### src/rtl/regblk_pkg.sv
package regblk_pkg;
  localparam int unsigned DATA_W   = 8;
  localparam int unsigned ADDR_W   = 2;
  localparam int unsigned NUM_REGS = 2;
  localparam int unsigned STAT_IDX = 0;
  localparam int unsigned CTRL_IDX = 1;

  typedef struct packed {
    logic acc;
    logic rd;
    logic wr;
  } stb_t;
endpackage

### src/rtl/regblk_decode.sv
module regblk_decode #(
  parameter int unsigned ADDR_W   = 2,
  parameter int unsigned NUM_REGS = 2
) (
  input  logic              rst_ni,
  input  logic              req_valid_i,
  input  logic [ADDR_W-1:0] req_addr_i,
  output logic [NUM_REGS-1:0] hit_o
);
  // strobes are forced low while reset is asserted
  for (genvar i = 0; i < NUM_REGS; i++) begin : g_hit
    assign hit_o[i] = rst_ni & req_valid_i & (req_addr_i == ADDR_W'(i));
  end
endmodule

### src/rtl/regblk_field_hw.sv
module regblk_field_hw #(
  parameter int unsigned W = 8
) (
  input  logic         acc_i,
  input  logic         is_wr_i,
  input  logic [W-1:0] hw_in_i,
  output regblk_pkg::stb_t stb_o,
  output logic [W-1:0] rd_val_o
);
  // software cannot write: a write neither counts as an access nor reads
  assign stb_o.rd  = acc_i & ~is_wr_i;
  assign stb_o.acc = acc_i & ~is_wr_i;
  assign stb_o.wr  = 1'b0;
  assign rd_val_o  = hw_in_i;
endmodule

### src/rtl/regblk_field_sw.sv
module regblk_field_sw #(
  parameter int unsigned     W   = 8,
  parameter logic [W-1:0]    RST = '0
) (
  input  logic         clk_i,
  input  logic         rst_ni,
  input  logic         acc_i,
  input  logic         is_wr_i,
  input  logic [W-1:0] wdata_i,
  output regblk_pkg::stb_t stb_o,
  output logic         mod_o,
  output logic [W-1:0] value_o
);
  logic [W-1:0] q;

  assign stb_o.acc = acc_i;
  assign stb_o.rd  = acc_i & ~is_wr_i;
  assign stb_o.wr  = acc_i & is_wr_i;
  assign mod_o     = acc_i & is_wr_i; // no read side effects

  always_ff @(posedge clk_i or negedge rst_ni) begin
    if (!rst_ni)       q <= RST;
    else if (stb_o.wr) q <= wdata_i;
  end

  assign value_o = q;
endmodule

### src/rtl/regblk_strobe.sv
module regblk_strobe
  import regblk_pkg::*;
#(
  parameter int unsigned       DW       = DATA_W,
  parameter int unsigned       AW       = ADDR_W,
  parameter logic [DW-1:0]     CTRL_RST = DW'(20)
) (
  input  logic          clk_i,
  input  logic          rst_ni,
  input  logic          req_valid_i,
  input  logic          req_write_i,
  input  logic [AW-1:0] req_addr_i,
  input  logic [DW-1:0] req_wdata_i,
  output logic [DW-1:0] rsp_rdata_o,
  output logic          rsp_ack_o,
  input  logic [DW-1:0] stat_in_i,
  output logic          stat_rd_stb_o,
  output logic          stat_acc_stb_o,
  output logic [DW-1:0] ctrl_value_o,
  output logic          ctrl_wr_stb_o,
  output logic          ctrl_acc_stb_o,
  output logic          ctrl_mod_stb_o
);
  logic [NUM_REGS-1:0] hit;
  stb_t                stat_stb, ctrl_stb;
  logic [DW-1:0]       stat_val, ctrl_val;
  logic [DW-1:0]       rd_mux;

  regblk_decode #(.ADDR_W(AW), .NUM_REGS(NUM_REGS)) u_dec (
    .rst_ni      (rst_ni),
    .req_valid_i (req_valid_i),
    .req_addr_i  (req_addr_i),
    .hit_o       (hit)
  );

  regblk_field_hw #(.W(DW)) u_stat (
    .acc_i    (hit[STAT_IDX]),
    .is_wr_i  (req_write_i),
    .hw_in_i  (stat_in_i),
    .stb_o    (stat_stb),
    .rd_val_o (stat_val)
  );

  regblk_field_sw #(.W(DW), .RST(CTRL_RST)) u_ctrl (
    .clk_i   (clk_i),
    .rst_ni  (rst_ni),
    .acc_i   (hit[CTRL_IDX]),
    .is_wr_i (req_write_i),
    .wdata_i (req_wdata_i),
    .stb_o   (ctrl_stb),
    .mod_o   (ctrl_mod_stb_o),
    .value_o (ctrl_val)
  );

  // read mux: sampled at the edge that ends the read strobe cycle
  always_comb begin
    rd_mux = '0;
    if (stat_stb.rd) rd_mux = stat_val;
    if (ctrl_stb.rd) rd_mux = ctrl_val;
  end

  always_ff @(posedge clk_i or negedge rst_ni) begin
    if (!rst_ni) begin
      rsp_ack_o   <= 1'b0;
      rsp_rdata_o <= '0;
    end else begin
      rsp_ack_o   <= req_valid_i;
      rsp_rdata_o <= rd_mux;
    end
  end

  assign stat_rd_stb_o  = stat_stb.rd;
  assign stat_acc_stb_o = stat_stb.acc;
  assign ctrl_value_o   = ctrl_val;
  assign ctrl_wr_stb_o  = ctrl_stb.wr;
  assign ctrl_acc_stb_o = ctrl_stb.acc;
endmodule

### config.mk
export PLATFORM = sky130hd
export DESIGN_NAME = regblk_strobe
export DESIGN_NICKNAME = d
export VERILOG_FILES = /design/src/rtl/regblk_pkg.sv /design/src/rtl/regblk_decode.sv /design/src/rtl/regblk_field_hw.sv /design/src/rtl/regblk_field_sw.sv /design/src/rtl/regblk_strobe.sv
export SDC_FILE = /design/constraint.sdc
export NUM_CORES = 1
export LEC_CHECK = 0
export ABC_AREA = 1
export CAP_MARGIN = 20
export CORE_UTILIZATION = 25
export DETAILED_ROUTE_END_ITERATION = 8
export DONT_BUFFER_PORTS = 1
export GPL_TIMING_DRIVEN = 0
export PLACE_DENSITY_LB_ADDON = 0.05
export SYNTH_ARGS = -nofsm -noshare
export SYNTH_HDL_FRONTEND = slang
export SYNTH_SLANG_ARGS = --single-unit
### constraint.sdc
create_clock -name clk_i -period 1.25 [get_ports clk_i]
set_clock_uncertainty 0.05 [all_clocks]
set_input_delay 0 -clock clk_i [delete_from_list [all_inputs] [get_ports clk_i]]
set_output_delay 0 -clock clk_i [all_outputs]
set_load 0.01 [all_outputs]
== Word-level counts from Yosys, hierarchy flattened ==
Index checks and enable logic that the tools add are counted.

* Equality and inequality tests: 1
* Multiplexer cells: 2
* Bitwise gates (word level): 7
* Reduce and logical (&&, ||, !) cells: 1

{| class="wikitable"
|+ Operators with widths
! kind !! number
|-
| $mux W8 || 2
|-
| $and A1 B1 Y1 || 6
|-
| $eq A2 B1 Y1 const B || 1
|-
| $logic_not A2 Y1 || 1
|-
| $not A1 Y1 || 1
|}

* Register bits after elaboration: 17
* Bits of input ports: 22
* Output and inout bits: 22

== Longest topological paths before layout ==
* Depth in word-level cells: 5
* Gate-level depth with buffers: 5

== Cells and area by module ==
Synthesis repeated with hierarchy kept, for this count alone.

* Cell total of the unflattened synthesis: 96
* Area, all modules: 832.0 um2

{| class="wikitable"
|+ By module, submodules not included
! module !! instances !! cells each !! area each (um2) !! seq. area each (um2)
|-
| regblk_field_sw || 1 || 40 || 371.6 || 202.7
|-
| regblk_strobe || 1 || 36 || 345.3 || 225.2
|-
| regblk_field_hw || 1 || 13 || 88.8 || 0.0
|-
| regblk_decode || 1 || 7 || 26.3 || 0.0
|}

== Worst setup path before layout ==
OpenSTA, ideal clock, no wires.

* Kind: input to output
* From: in req_write_i
* To: out stat_rd_stb_o
* Data arrival time: 873 ps
* Data required time: 1,200 ps
* Path slack: 327 ps
* Stages on the path: 3
* Cells stage by stage: buf_2 nor4_1 buf_4

* Cells in the longest elaborated chain, start to end: 2

{| class="wikitable"
|+ Ends and longest elaborated chain
! what !! line !! text
|-
| start, declared || regblk_strobe.sv:11 || <nowiki>input logic req_write_i,</nowiki>
|-
| $not A1 Y1 || - ||
|-
| $and A1 B1 Y1 || - ||
|-
| end, declared || regblk_strobe.sv:17 || <nowiki>output logic stat_rd_stb_o,</nowiki>
|}

Every way passes these cells.

== Worst setup path in the final report ==
* From: in req_addr_i[0]
* To: out ctrl_wr_stb_o

* Cells in the longest elaborated chain, start to end: 3

{| class="wikitable"
|+ Ends and longest elaborated chain
! what !! line !! text
|-
| start, declared || regblk_strobe.sv:12 || <nowiki>input logic [AW-1:0] req_addr_i,</nowiki>
|-
| $eq A2 B1 Y1 || regblk_decode.sv:12 || <nowiki>assign hit_o[i] = rst_ni & req_valid_i & (req_addr_i == ADDR_W'(i));</nowiki>
|-
| $and A1 B1 Y1 || regblk_decode.sv:12 ||
|-
| $and A1 B1 Y1 || - ||
|-
| end, declared || regblk_strobe.sv:20 || <nowiki>output logic ctrl_wr_stb_o,</nowiki>
|}

Every way passes these cells.

==> results.sh <==
export IMPL_crit_slowest_cell="dlygate4sd3_1"
export IMPL_cts_buffers=3
export IMPL_worstPathRequired_ps=1200
export IMPL_p_total_mw=1.181
export IMPL_drt_pre_antenna_iters=5
export IMPL_setup_ws_ps=109.4
export IMPL_grt_total_usage_pct=13.89
export IMPL_cp_startpoint="req_addr_i[0]"
export IMPL_synthDominantCellAreaShare_pct=49.10
export IMPL_grt_start_max_net_pins=18
export IMPL_path_buf_inv=4
export IMPL_die_area_mm2=0.003283
export IMPL_maxCapViolations=0
export IMPL_hold_viol_final=0
export IMPL_final_setup_tns_ps=0
export IMPL_peakVddDrop_uv=333.9
export IMPL_path_class="in2out"
export IMPL_seq_area_frac_synth_pct=55.97
export IMPL_worst_slew_pin_slew_ps=803.0
export IMPL_yosys_cell_count_top_type="nand2_1"
export IMPL_path_cells="dlygate4sd3_1, inv_2, nor2_2, nand3_4, inv_2, buf_4"
export IMPL_dp_slack_ps=241.7
export IMPL_ant_nets=0
export IMPL_netlist_area_um2=764.5
export IMPL_syn_nets=104
export IMPL_netlist_instances=82
export IMPL_routed_via_density=4.581
export IMPL_die_h_um=57.30
export IMPL_max_stage_delay_ps=540
export IMPL_drc_errors=10
export IMPL_clock_fmax_mhz=876.7
export IMPL_drive_above_1_share_pct=16.13
export IMPL_diodes=0
export IMPL_ctsHoldBuffers=38
export IMPL_fp_row_count=19
export IMPL_violations="design-rule violations"
export IMPL_clock_sinks=17
export IMPL_crit_path_end_kind="primary output"
export IMPL_syn_to_final_growth_pct=58.43
export IMPL_coreArea_mm2=0.002829
export IMPL_antenna_found_initial=0
export IMPL_arrival_ps=1090
export IMPL_first_global_vias=700
export IMPL_start_util_pct=27.02
export IMPL_startpoint_type="primary input"
export IMPL_synth_edff_count=0
export IMPL_hp_class="in2out"
export IMPL_critical_path_top_delay_family="buffers and inverters"
export IMPL_async_reset_ff_share_pct=100.0
export IMPL_gp_congestion=0.6477
export IMPL_cts_tree="yes"
export IMPL_synth_top_area_cell="dfrtp_1"
export IMPL_cts_resized=0
export IMPL_hpwl_mm=1.359
export IMPL_yosysWarningCount=0
export IMPL_vias=710
export IMPL_ios=44
export IMPL_synth_area_per_cell_um2=9.323
export IMPL_final_max_slew_viol_count=0
export IMPL_die_width_um=57.30
export IMPL_ys_ff_latch=17
export IMPL_cts_htree_levels=1
export IMPL_min_period_over_period_pct=91.25
export IMPL_n_fill_cell=312
export IMPL_reg2reg_slack_ps=370
export IMPL_synth_main_ff_cell="dfrtp_1"
export IMPL_postCtsSetupBuffers=0
export IMPL_crit_path_max_fanout=9
export IMPL_r2r_start="u_ctrl.value_o[2]$_DFFE_PN1P_"
export IMPL_slew_headroom_pct=46.29
export IMPL_post_route_util_pct=42.81
export IMPL_setup_violations=0
export IMPL_portBuffers=0
export IMPL_cpMostUsedCell="inv_2"
export IMPL_cts_root_buf="clkbuf_4"
export IMPL_final_nets=147
export IMPL_wire_per_inst_um=13.50
export IMPL_grt_pass1_wl_mm=3.394
export IMPL_p_per_area_mw_per_mm2=975.1
export IMPL_clock_latency_ps=290
export IMPL_cts_max_path_buffers=2
export IMPL_holdCritStartpoint="req_addr_i[0]"
export IMPL_overflow=0
export IMPL_ys_types=14
export IMPL_synth_commonest_cells="nand2_1, nand3_1, dfrtp_1"
export IMPL_first_iter_violations=17
export IMPL_post_route_min_period_ps=1141
export IMPL_rsz0062_at_grt="no"
export IMPL_status="complete, but fails checks"
export IMPL_finalWirelength_mm=2.093
export IMPL_synth_area_leaders="dfrtp_1, nand3_1, nand2_1"
export IMPL_power_leakage_nw=0.5476
## state kept, by name, indices dropped and copies added, names as in the netlist
signal	count
rsp_ack_o	1
rsp_rdata_o	8
u_ctrl.value_o	8
## final timing paths
kind | to | cells after the start
max | ctrl_wr_stb_o | 6
min | stat_acc_stb_o | 1
max reg2reg | rsp_rdata_o[2]$_DFF_PN0_ | 2
min reg2reg | u_ctrl.value_o[2]$_DFFE_PN1P_ | 2
max in group asynchronous | u_ctrl.value_o[7]$_DFFE_PN0P_ | 1
min in group asynchronous | rsp_rdata_o[2]$_DFF_PN0_ | 1
## final cells by class
cell class	count	area (µm²)	share of cell area [%]
Sequential cell	17	427.9	35.33
Inverter	4	15.01	1.240
Clock inverter	1	5.005	0.4132
Tap cell	31	38.79	3.202
Buffer	4	31.28	2.583
Multi-Input combinational cell	57	290.3	23.97
Clock buffer	3	22.52	1.860
Timing Repair Buffer	38	380.4	31.41
## worst register-to-register path: cells and delay by family, from the launching register on
family	cells	cell delay, ps
flip-flops	1	590
AND/OR/NAND/NOR	2	180
## routing by layer
metal  wire length, µm  part of all wire [%]  vias to the layer above  track usage (%)
met5                 0                     0                        -                0
met2              1017                    49                       23            22.18
li1                  -                     -                      354                -
met4                13                  0.62                        0            6.272
met1               954                    46                      331            18.09
met3               108                   5.2                        2            2.948
## placed cells by master (no fill, tap or decap)
master / count
dlygate4sd3_1: 38
nand2_1: 25
nand3_1: 24
dfrtp_1: 15
inv_2: 3
nor2_4: 3
clkbuf_4: 3
nor2_2: 2
buf_4: 2
dfstp_2: 2
buf_2: 1
nand2_2: 1
nor4_1: 1
buf_6: 1
inv_1: 1
nand3_4: 1
clkinv_2: 1
## power by group
part | leakage [nW] | internal, mW | total [mW] | switching [mW]
Combinational | 0.310 | 0.0884 | 0.174 | 0.0855
Sequential | 0.220 | 0.619 | 0.706 | 0.0872
Clock | 0.0177 | 0.119 | 0.301 | 0.182
Total | 0.548 | 0.827 | 1.18 | 0.354
## cells by family (layout without fill, tap and decap cells)
logic type             after synthesis  in the layout  share of synthesized area, %
AND/OR/NAND/NOR                     57             57                         37.97
flip-flops                          17             17                         55.97
buffers and inverters                8             50                         6.054
## through the flow
| stage | cells | area [µm²] | hold WS, ps |
|---|---|---|---|
| global placement | 113 | 803.3 | -345.1 |
| floorplan | 82 | 764.5 | -345.6 |
| global route | 155 | 1211 | 22.42 |
| detailed placement | 113 | 803.3 | -345.0 |
| finish | 155 | 1211 | 15.30 |
| CTS | 155 | 1211 | 7.846 |
Power figures use the tool's default switching activity.
